## src/rtl/usb_tok_pkg.sv

```systemverilog
package usb_tok_pkg;

  localparam int PID_BITS  = 8;
  localparam int ADDR_BITS = 7;
  localparam int EP_BITS   = 4;
  localparam int CRC_BITS  = 5;
  localparam logic [CRC_BITS-1:0] CRC_POLY  = 5'b00101;
  localparam logic [CRC_BITS-1:0] CRC_RESID = 5'b01100;

  typedef enum logic [3:0] {
    TOK_OUT   = 4'b0001,
    TOK_IN    = 4'b1001,
    TOK_FRAME = 4'b0101,
    TOK_SETUP = 4'b1101
  } tokKind_e;

  typedef enum logic {
    ST_IDLE = 1'b0,
    ST_RECV = 1'b1
  } rxState_e;

  typedef struct packed {
    logic clearAll;
    logic takeBit;
    logic finish;
  } rxStrobe_t;

endpackage

```

## src/rtl/usb_tok_ctl.sv

```systemverilog
module usb_tok_ctl
  import usb_tok_pkg::*;
(
  input  logic       clk,
  input  logic       rstN,
  input  logic       bitValid,
  input  logic       pktStart,
  input  logic       pktEnd,
  output rxStrobe_t  strobe
);

  rxState_e state;
  rxState_e nextState;

  always_comb begin
    strobe    = '0;
    nextState = state;
    if (pktStart) begin
      strobe.clearAll = 1'b1;
      nextState       = ST_RECV;
    end else if (state == ST_RECV) begin
      if (pktEnd) begin
        strobe.finish = 1'b1;
        nextState     = ST_IDLE;
      end else if (bitValid) begin
        strobe.takeBit = 1'b1;
      end
    end
  end

  always_ff @(posedge clk) begin
    if (!rstN) state <= ST_IDLE;
    else       state <= nextState;
  end

  AST_STROBE_EXCLUSIVE: assert property (@(posedge clk) disable iff (!rstN)
    $onehot0(strobe));

  AST_IDLE_INERT: assert property (@(posedge clk) disable iff (!rstN)
    (state == ST_IDLE && !pktStart) |-> (!strobe.takeBit && !strobe.finish));

  AST_END_CLOSES: assert property (@(posedge clk) disable iff (!rstN)
    strobe.finish |=> (state == ST_IDLE));

endmodule

```

## src/rtl/usb_tok_dp.sv

```systemverilog
module usb_tok_dp
  import usb_tok_pkg::*;
#(
  parameter int PidBits  = PID_BITS,
  parameter int AddrBits = ADDR_BITS,
  parameter int EpBits   = EP_BITS,
  parameter int CrcBits  = CRC_BITS,
  parameter logic [CrcBits-1:0] CrcPoly  = CRC_POLY,
  parameter logic [CrcBits-1:0] CrcResid = CRC_RESID
) (
  input  logic                        clk,
  input  logic                        rstN,
  input  logic                        bitIn,
  input  rxStrobe_t                   strobe,
  output logic [PidBits/2-1:0]        pidType,
  output logic [AddrBits-1:0]         devAddr,
  output logic [EpBits-1:0]           endPoint,
  output logic [AddrBits+EpBits-1:0]  frameNum,
  output logic                        tokValid,
  output logic                        pidErr,
  output logic                        crcErr,
  output logic                        lenErr,
  output logic                        notToken
);

  localparam int NIB      = PidBits / 2;
  localparam int FRM_BITS = AddrBits + EpBits;
  localparam int CAP_BITS = PidBits + FRM_BITS;
  localparam int TOK_BITS = CAP_BITS + CrcBits;
  localparam int CNT_W    = $clog2(TOK_BITS + 1) + 1;
  localparam logic [CNT_W-1:0] CNT_PID = CNT_W'(PidBits);
  localparam logic [CNT_W-1:0] CNT_TOK = CNT_W'(TOK_BITS);

  logic [CNT_W-1:0]    bitCnt;
  logic [CAP_BITS-1:0] capReg;
  logic [CrcBits-1:0]  crcReg;

  // capture, count and CRC
  always_ff @(posedge clk) begin
    if (!rstN) begin
      bitCnt <= '0;
      capReg <= '0;
      crcReg <= '1;
    end else if (strobe.clearAll) begin
      bitCnt <= '0;
      capReg <= '0;
      crcReg <= '1;
    end else if (strobe.takeBit) begin
      if (bitCnt != '1) bitCnt <= bitCnt + 1'b1;
      for (int i = 0; i < CAP_BITS; i++) begin
        if (bitCnt == CNT_W'(i)) capReg[i] <= bitIn;
      end
      if (bitCnt >= CNT_PID && bitCnt < CNT_TOK) begin
        crcReg <= {crcReg[CrcBits-2:0], 1'b0}
                  ^ ((bitIn ^ crcReg[CrcBits-1]) ? CrcPoly : '0);
      end
    end
  end

  // verdict
  logic [NIB-1:0] typeNib;
  logic [NIB-1:0] chkNib;
  logic           pidFull;
  logic           pidOk;
  logic           isTok;
  logic           lenOk;
  logic           crcOk;
  logic           vPidErr, vCrcErr, vLenErr, vNotTok, vValid;

  assign typeNib = capReg[NIB-1:0];
  assign chkNib  = capReg[PidBits-1:NIB];
  assign pidFull = (bitCnt >= CNT_PID);
  assign pidOk   = pidFull && (chkNib == ~typeNib);
  assign lenOk   = (bitCnt == CNT_TOK);
  assign crcOk   = (crcReg == CrcResid);

  always_comb begin
    case (typeNib)
      TOK_OUT, TOK_IN, TOK_FRAME, TOK_SETUP: isTok = 1'b1;
      default:                               isTok = 1'b0;
    endcase
  end

  always_comb begin
    vPidErr = pidFull && !pidOk;
    vNotTok = pidOk && !isTok;
    vLenErr = !pidFull || (pidOk && isTok && !lenOk);
    vCrcErr = pidOk && isTok && lenOk && !crcOk;
    vValid  = pidOk && isTok && lenOk && crcOk;
  end

  // result registers
  always_ff @(posedge clk) begin
    if (!rstN) begin
      tokValid <= 1'b0;
      pidErr   <= 1'b0;
      crcErr   <= 1'b0;
      lenErr   <= 1'b0;
      notToken <= 1'b0;
      pidType  <= '0;
      devAddr  <= '0;
      endPoint <= '0;
      frameNum <= '0;
    end else if (strobe.clearAll) begin
      tokValid <= 1'b0;
      pidErr   <= 1'b0;
      crcErr   <= 1'b0;
      lenErr   <= 1'b0;
      notToken <= 1'b0;
    end else if (strobe.finish) begin
      tokValid <= vValid;
      pidErr   <= vPidErr;
      crcErr   <= vCrcErr;
      lenErr   <= vLenErr;
      notToken <= vNotTok;
      pidType  <= typeNib;
      devAddr  <= capReg[PidBits +: AddrBits];
      endPoint <= capReg[PidBits + AddrBits +: EpBits];
      frameNum <= capReg[PidBits +: FRM_BITS];
    end else begin
      tokValid <= 1'b0;
    end
  end

  AST_VALID_CLEAN: assert property (@(posedge clk) disable iff (!rstN)
    tokValid |-> !(pidErr || crcErr || lenErr || notToken));

  AST_ONE_ERROR: assert property (@(posedge clk) disable iff (!rstN)
    $onehot0({pidErr, crcErr, lenErr, notToken}));

  AST_VALID_PULSE: assert property (@(posedge clk) disable iff (!rstN)
    tokValid |=> !tokValid);

  AST_FIELDS_HOLD: assert property (@(posedge clk) disable iff (!rstN)
    !strobe.finish |=> $stable({pidType, devAddr, endPoint, frameNum}));

  AST_FLAGS_CLEARED: assert property (@(posedge clk) disable iff (!rstN)
    strobe.clearAll |=> !(pidErr || crcErr || lenErr || notToken || tokValid));

  AST_CRC_PRESET: assert property (@(posedge clk) disable iff (!rstN)
    (bitCnt <= CNT_PID) |-> (crcReg == '1));

  AST_LEN_GATE: assert property (@(posedge clk) disable iff (!rstN)
    $rose(tokValid) |-> ($past(bitCnt) == CNT_TOK));

endmodule

```

## src/rtl/usb_tok_rx.sv

```systemverilog
module usb_tok_rx
  import usb_tok_pkg::*;
(
  input  logic        clk,
  input  logic        rstN,
  input  logic        bitIn,
  input  logic        bitValid,
  input  logic        pktStart,
  input  logic        pktEnd,
  output logic [3:0]  pidType,
  output logic [6:0]  devAddr,
  output logic [3:0]  endPoint,
  output logic [10:0] frameNum,
  output logic        tokValid,
  output logic        pidErr,
  output logic        crcErr,
  output logic        lenErr,
  output logic        notToken
);

  rxStrobe_t strobe;

  usb_tok_ctl u_ctl (
    .clk      (clk),
    .rstN     (rstN),
    .bitValid (bitValid),
    .pktStart (pktStart),
    .pktEnd   (pktEnd),
    .strobe   (strobe)
  );

  usb_tok_dp #(
    .PidBits  (PID_BITS),
    .AddrBits (ADDR_BITS),
    .EpBits   (EP_BITS),
    .CrcBits  (CRC_BITS),
    .CrcPoly  (CRC_POLY),
    .CrcResid (CRC_RESID)
  ) u_dp (
    .clk      (clk),
    .rstN     (rstN),
    .bitIn    (bitIn),
    .strobe   (strobe),
    .pidType  (pidType),
    .devAddr  (devAddr),
    .endPoint (endPoint),
    .frameNum (frameNum),
    .tokValid (tokValid),
    .pidErr   (pidErr),
    .crcErr   (crcErr),
    .lenErr   (lenErr),
    .notToken (notToken)
  );

endmodule

```

## config.mk

```make
export PLATFORM = sky130hd
export DESIGN_NAME = usb_tok_rx
export DESIGN_NICKNAME = d
export VERILOG_FILES = /design/src/rtl/usb_tok_pkg.sv /design/src/rtl/usb_tok_ctl.sv /design/src/rtl/usb_tok_dp.sv /design/src/rtl/usb_tok_rx.sv
export SDC_FILE = /design/constraint.sdc
export NUM_CORES = 1
export LEC_CHECK = 0
export BUFFER_PORTS_ARGS = -buffer_cell sky130_fd_sc_hd__buf_2
export CORE_MARGIN = 2
export CORE_UTILIZATION = 45
export CTS_CLUSTER_DIAMETER = 200
export CTS_CLUSTER_SIZE = 25
export DETAILED_ROUTE_END_ITERATION = 8
export PLACE_DENSITY = 0.71
export SKIP_LAST_GASP = 1
export SLEW_MARGIN = 30
export SYNTH_ARGS = -nofsm -noshare
export SYNTH_HDL_FRONTEND = slang
export SYNTH_SLANG_ARGS = --single-unit
```

## constraint.sdc

```tcl
create_clock -name clk -period 1.9 [get_ports clk]
set_input_delay 0.38 -clock clk [delete_from_list [all_inputs] [get_ports clk]]
set_output_delay 0.38 -clock clk [all_outputs]
set_load 0.05 [all_outputs]
```

# After elaboration in Yosys (flattened, before gate mapping)
# Index checks and enable logic that the tools add are counted.
[word_totals]
word_cells = 118
regBits = 62
inputBits = 6
[classes]
muxes = 11
n_reduce_logical = 41
n_eq_ne = 26
addsub = 1
n_lt_le_gt_ge = 2
bitwise_logic = 6
[ops]
columns = ["operator", "n"]
rows = [
  ["6-bit by 4-bit == test with 1-bit output, second input constant", 8],
  ["2-bit AND reduction", 22],
  ["6-bit by 3-bit == test with 1-bit output, second input constant", 4],
  ["6-bit by 5-bit == test with 1-bit output, second input constant", 4],
  ["6-bit by 2-bit == test with 1-bit output, second input constant", 2],
  ["1-bit logical AND", 9],
  ["4-bit == test, second input constant", 2],
  ["1-bit two-way mux", 8],
  ["6-bit by 1-bit adder with 6-bit output, second input constant", 1],
  ["6-bit by 1-bit == test with 1-bit output, second input constant", 1],
  ["6-bit by 4-bit >= comparator with 1-bit output, second input constant", 1],
  ["6-bit zero test", 1],
  ["6-bit by 5-bit less-than comparator with 1-bit output, second input constant", 1],
  ["6-bit != test, second input constant", 1],
  ["5-bit by 4-bit == test with 1-bit output, second input constant", 1],
  ["1-bit zero test", 5],
  ["5-bit XOR", 1],
  ["4-bit by 1-bit == test with 1-bit output, second input constant", 1],
  ["4-bit by 3-bit == test with 1-bit output, second input constant", 1],
  ["4-bit == test", 1],
  ["2-bit two-way mux", 2],
  ["4-bit inverter", 1],
  ["4-bit OR reduction", 1],
  ["3-bit two-way mux", 1],
  ["5 further kinds", 7],
]

# Longest topological paths before layout
[depth]
ltp_word = 6
ltp_mapped = 6
ltp_nobuf = 5

# Cells and area by module
# From an unflattened synthesis, not the netlist that was laid out.
[unflattened]
hier_cells = 283
area_unflattened_um2 = 2492.4
[by_module_without_submodules]
columns = ["mod", "cells_per_inst", "seq_area_each_um2", "area_per_inst_um2", "instances"]
rows = [
  ["usb_tok_dp", 277, 1001.0, 2428.6, 1],
  ["usb_tok_ctl", 6, 20.0, 63.8, 1],
]

# Worst setup path after synthesis
# Ideal clock, no wire load.
[synth_path]
kind = "register -> register"
from = "register u_dp.bitCnt[0]"
to = "register u_dp.crcErr"
t_required_ns = 1.829
setup_time_ns = 0.071
stages_incl_launch_ff = 6
period_less_slack_ns = 1.464
arrival_ns = 1.393
path_buffers = 0
path_slack_ns = 0.436
path_cell_list = "dfxtp_1 -> inv_1 -> ha_1 -> nand4b_2 -> or4_1 -> a21oi_1"
[synth_between]
elab_chain_cells = 5
[synth_lines]
columns = ["element", "line", "rtl"]
rows = [
  ["from (decl)", "usb_tok_dp.sv:34", "logic [CNT_W-1:0] bitCnt;"],
  ["from (signal assigned)", "usb_tok_dp.sv:49", "if (bitCnt != '1) bitCnt <= bitCnt + 1'b1;"],
  ["6-bit by 4-bit >= comparator with 1-bit output", "usb_tok_dp.sv:72", "assign pidFull = (bitCnt >= CNT_PID);"],
  ["1-bit logical AND", "usb_tok_dp.sv:73", "assign pidOk = pidFull && (chkNib == ~typeNib);"],
  ["1-bit logical AND", "usb_tok_dp.sv:88", "vCrcErr = pidOk && isTok && lenOk && !crcOk;"],
  ["1-bit logical AND (*) (2 in a row)", "usb_tok_dp.sv:88", ""],
  ["to (signal assigned)", "usb_tok_dp.sv:113", "crcErr <= vCrcErr;"],
  ["to (decl)", "usb_tok_dp.sv:21", "output logic crcErr,"],
]
# Every way passes the cells marked *; elsewhere a longest branch is shown, timed or not.
# A chain may end at the register's enable or synchronous reset.

# Worst setup path after layout
# Ends and elaborated chain as after synthesis.

==> run summary <==
PnR Total Power = 2.02 mW
Filler cells = 489
Worst setup SP type = register
ys flop type = sky130_fd_sc_hd__dfxtp_1
vias in the first global route = 1656
library cell with the largest summed area after synthesis = sky130_fd_sc_hd__dfxtp_1
number of unique standard cell types used by synthesis = 40
ANT nets after route = 0
overall overflow remaining after global route = 0
status = complete, no violations
Peak supply drop = 0.000300 V
worst hold path depth = 2
Die Ht = 76.6 microns
share of final-layout standard cells stronger than drive strength 1 = 18.7%
Post-Syn Area = 2370 sq um
minimum clock period = 1.68 ns
final hold viol count = 0
class of the tightest hold or removal check = in -> reg
actual slew at the worst max-slew pin = 0.564 ns
max_slew headroom = 62.4%
quantity of I/O buffers inserted on ports = 36
worst clock skew = 0.00556 ns
number of vias per cell = 5.08
FMAX = 596 MHz
Final Non-Filler Cells = 364
most numerous cell in the Yosys netlist = sky130_fd_sc_hd__dfxtp_1
number of synthesized register bits = 51
RSZ-0062 raised after global routing = no
length in cells of the worst reg-to-reg path = 5
kind of capture point of the worst setup path = register
number of flops mapped to enable cells by yosys = 0
post-synth net total = 279
hold buffers post-CTS = 0
Post-Synth XOR/XNOR Area = 4.06%
arrival time of data at the critical path endpoint = 1.92 ns
cell chosen for the clock root = sky130_fd_sc_hd__clkbuf_8
dominant combinational cell family by area after synthesis = simple AND/OR/NAND/NOR gates
synthesized-area fraction occupied by ao, oa, aoi and oai cells = 8.33%
top area cells in the synthesized netlist = sky130_fd_sc_hd__dfxtp_1, sky130_fd_sc_hd__mux2i_1, sky130_fd_sc_hd__nand2_1
ANT cells = 0
count of pins over their slew limit = 0
final-report setup violation count = 0
power per cell area = 754 nW/um^2
warnings from Yosys = 0
fraction of synthesized area in multiplexers = 9.28%
maximum number of pins on one net before global-route repair = 21
number of iterations in the first detailed-routing pass = 4
summed negative setup slack over all endpoints = 0 ns
post-synthesis adder-cell area fraction = 2.11%
number of primary I/O pins = 37
number of CTS-inserted buffers = 5
number of antenna violations at the first check in global routing = 0
post-DP HPWL = 3280 microns
share of flip-flops with an asynchronous set or reset = 0%
clock transition at the registers of the reported paths = 0.09 ns
vias after detailed routing = 1849
Avg WL per Cell = 12.8 microns
simple-gate share of the synthesized area = 26.3%
RD Place Congestion = 0.772
TritonCTS clock tree = yes
area growth from synthesis to layout = 12.8%
starting density of the core = 46.5%
Cell Count Post-Placement = 356
Seq/Total Area, Yosys = 43.0%
Max Root-Sink Buffers = 2
number of DRC markers after the initial detailed-route iteration = 106
number of nets in the layout = 303
final routed DRC violation total = 0
DIE AREA = 5870 sq um
later-pin clock latency in the skew report = 0.30 ns
Site Rows = 26
Avg Cell Area, Syn = 8.82 sq um
clk sinks = 51
number of levels in the clock H-tree = 2
cells resized by post-CTS repair = 0
CP Class = reg -> reg
die span in x = 76.6 microns
required time at the worst-slack endpoint = 2.14 ns
total wirelength of the detailed-routed design = 4660 microns
GRT Util Overall = 16.8%
max-capacitance violation count = 0
share of Yosys cell area claimed by the top area cell type = 43.0%
first-pass GRT wire length = 7960 microns
leakage power = 1.15 nW
leading cell types by count after synthesis = sky130_fd_sc_hd__dfxtp_1, sky130_fd_sc_hd__nand2_1, sky130_fd_sc_hd__nor2_1
area of the placeable core = 5110 sq um
count of mapped cells out of synthesis = 269
Setup Buffers After CTS = 0
crit share post-route = 88.3%
Max Fanout on Critical Path = 5
area by class of cell:
cell class	count	area [sq um]	share of cell area, %
Clock buffer	6	72.6	2.71
Clock inverter	2	60.1	2.24
Inverter	2	7.51	0.280
Multi-Input combinational cell	189	1190	44.4
Sequential cell	51	1020	38.1
Tap cell	70	87.6	3.27
Timing Repair Buffer	44	240	8.97
per-stage QoR:
stage | instance area [sq um] | hold slack [ns] | setup slack, ns | util, %
floorplan | 2370 | 0.439 | 0.436 | -
global placement | 2540 | 0.442 | 0.151 | 49.8
detailed placement | 2540 | 0.445 | 0.122 | 49.8
CTS | 2680 | 0.349 | 0.229 | 52.4
global route | 2680 | 0.370 | 0.138 | 52.4
finish | 2680 | 0.359 | 0.223 | 52.4
sequential cells by signal, indices dropped and copies added (netlist names):
name / flops
u_dp.tokValid: 1
u_dp.bitCnt: 6
u_ctl.state: 1
u_dp.frameNum: 11
u_dp.notToken: 1
u_dp.crcErr: 1
u_dp.pidType: 4
u_dp.pidErr: 1
u_dp.lenErr: 1
u_dp.crcReg: 5
u_dp.capReg: 19
cells in the final DEF, fill, tap and decap left out, drive strengths merged, types with 3 or more instances in the layout:
| cell type | instances |
|---|---|
| a21boi | 15 |
| a21oi | 4 |
| buf | 44 |
| clkbuf | 6 |
| dfxtp | 51 |
| ha | 4 |
| mux2i | 22 |
| nand2 | 50 |
| nand2b | 3 |
| nand3 | 5 |
| nand4 | 18 |
| nor2 | 25 |
| nor2b | 3 |
| o21ai | 7 |
| xnor2 | 6 |
| xor2 | 5 |
worst paths after layout:
| path | slack [ns] | startpoint | end |
|---|---|---|---|
| setup / recovery | 0.22 | u_dp.bitCnt[0] | u_dp.crcErr |
| hold / removal | 0.36 | pktStart | u_ctl.state |
| setup reg to reg | 0.22 | u_dp.bitCnt[0] | u_dp.crcErr |
| hold reg to reg | 0.46 | u_dp.crcErr | u_dp.crcErr |
critical path, cell delays in order, from the launching register on:
cell,delay [ns]
sky130_fd_sc_hd__dfxtp_1,0.36
sky130_fd_sc_hd__inv_1,0.13
sky130_fd_sc_hd__ha_1,0.29
sky130_fd_sc_hd__nand4b_2,0.16
sky130_fd_sc_hd__or4_1,0.53
sky130_fd_sc_hd__a21oi_1,0.15
cells by family after synthesis:
kind of cell	count (synthesis)
xor gates and xnor gates	11
adders and majority gates	4
AOI/OAI and AO/OA	30
and+or+nand+nor	122
buffers and inverters	29
muxes	22
DFF	51
power breakdown:
| part | total (mW) | internal, mW | switching [mW] |
|---|---|---|---|
| Sequential | 1.07 | 1.07 | 0.00171 |
| Combinational | 0.0682 | 0.0234 | 0.0448 |
| Clock | 0.878 | 0.526 | 0.352 |
routing by layer:
layer / share of wire (%) / up-vias / global-route usage (%)
met2: 45 / 46 / 27.1
met3: 4.2 / 6 / 3.91
li1: - / 959 / -
met4: 1.3 / 0 / 4.91
met5: 0 / - / 0
met1: 49 / 838 / 22.5
No activity file was read; power rests on OpenSTA's default activity.
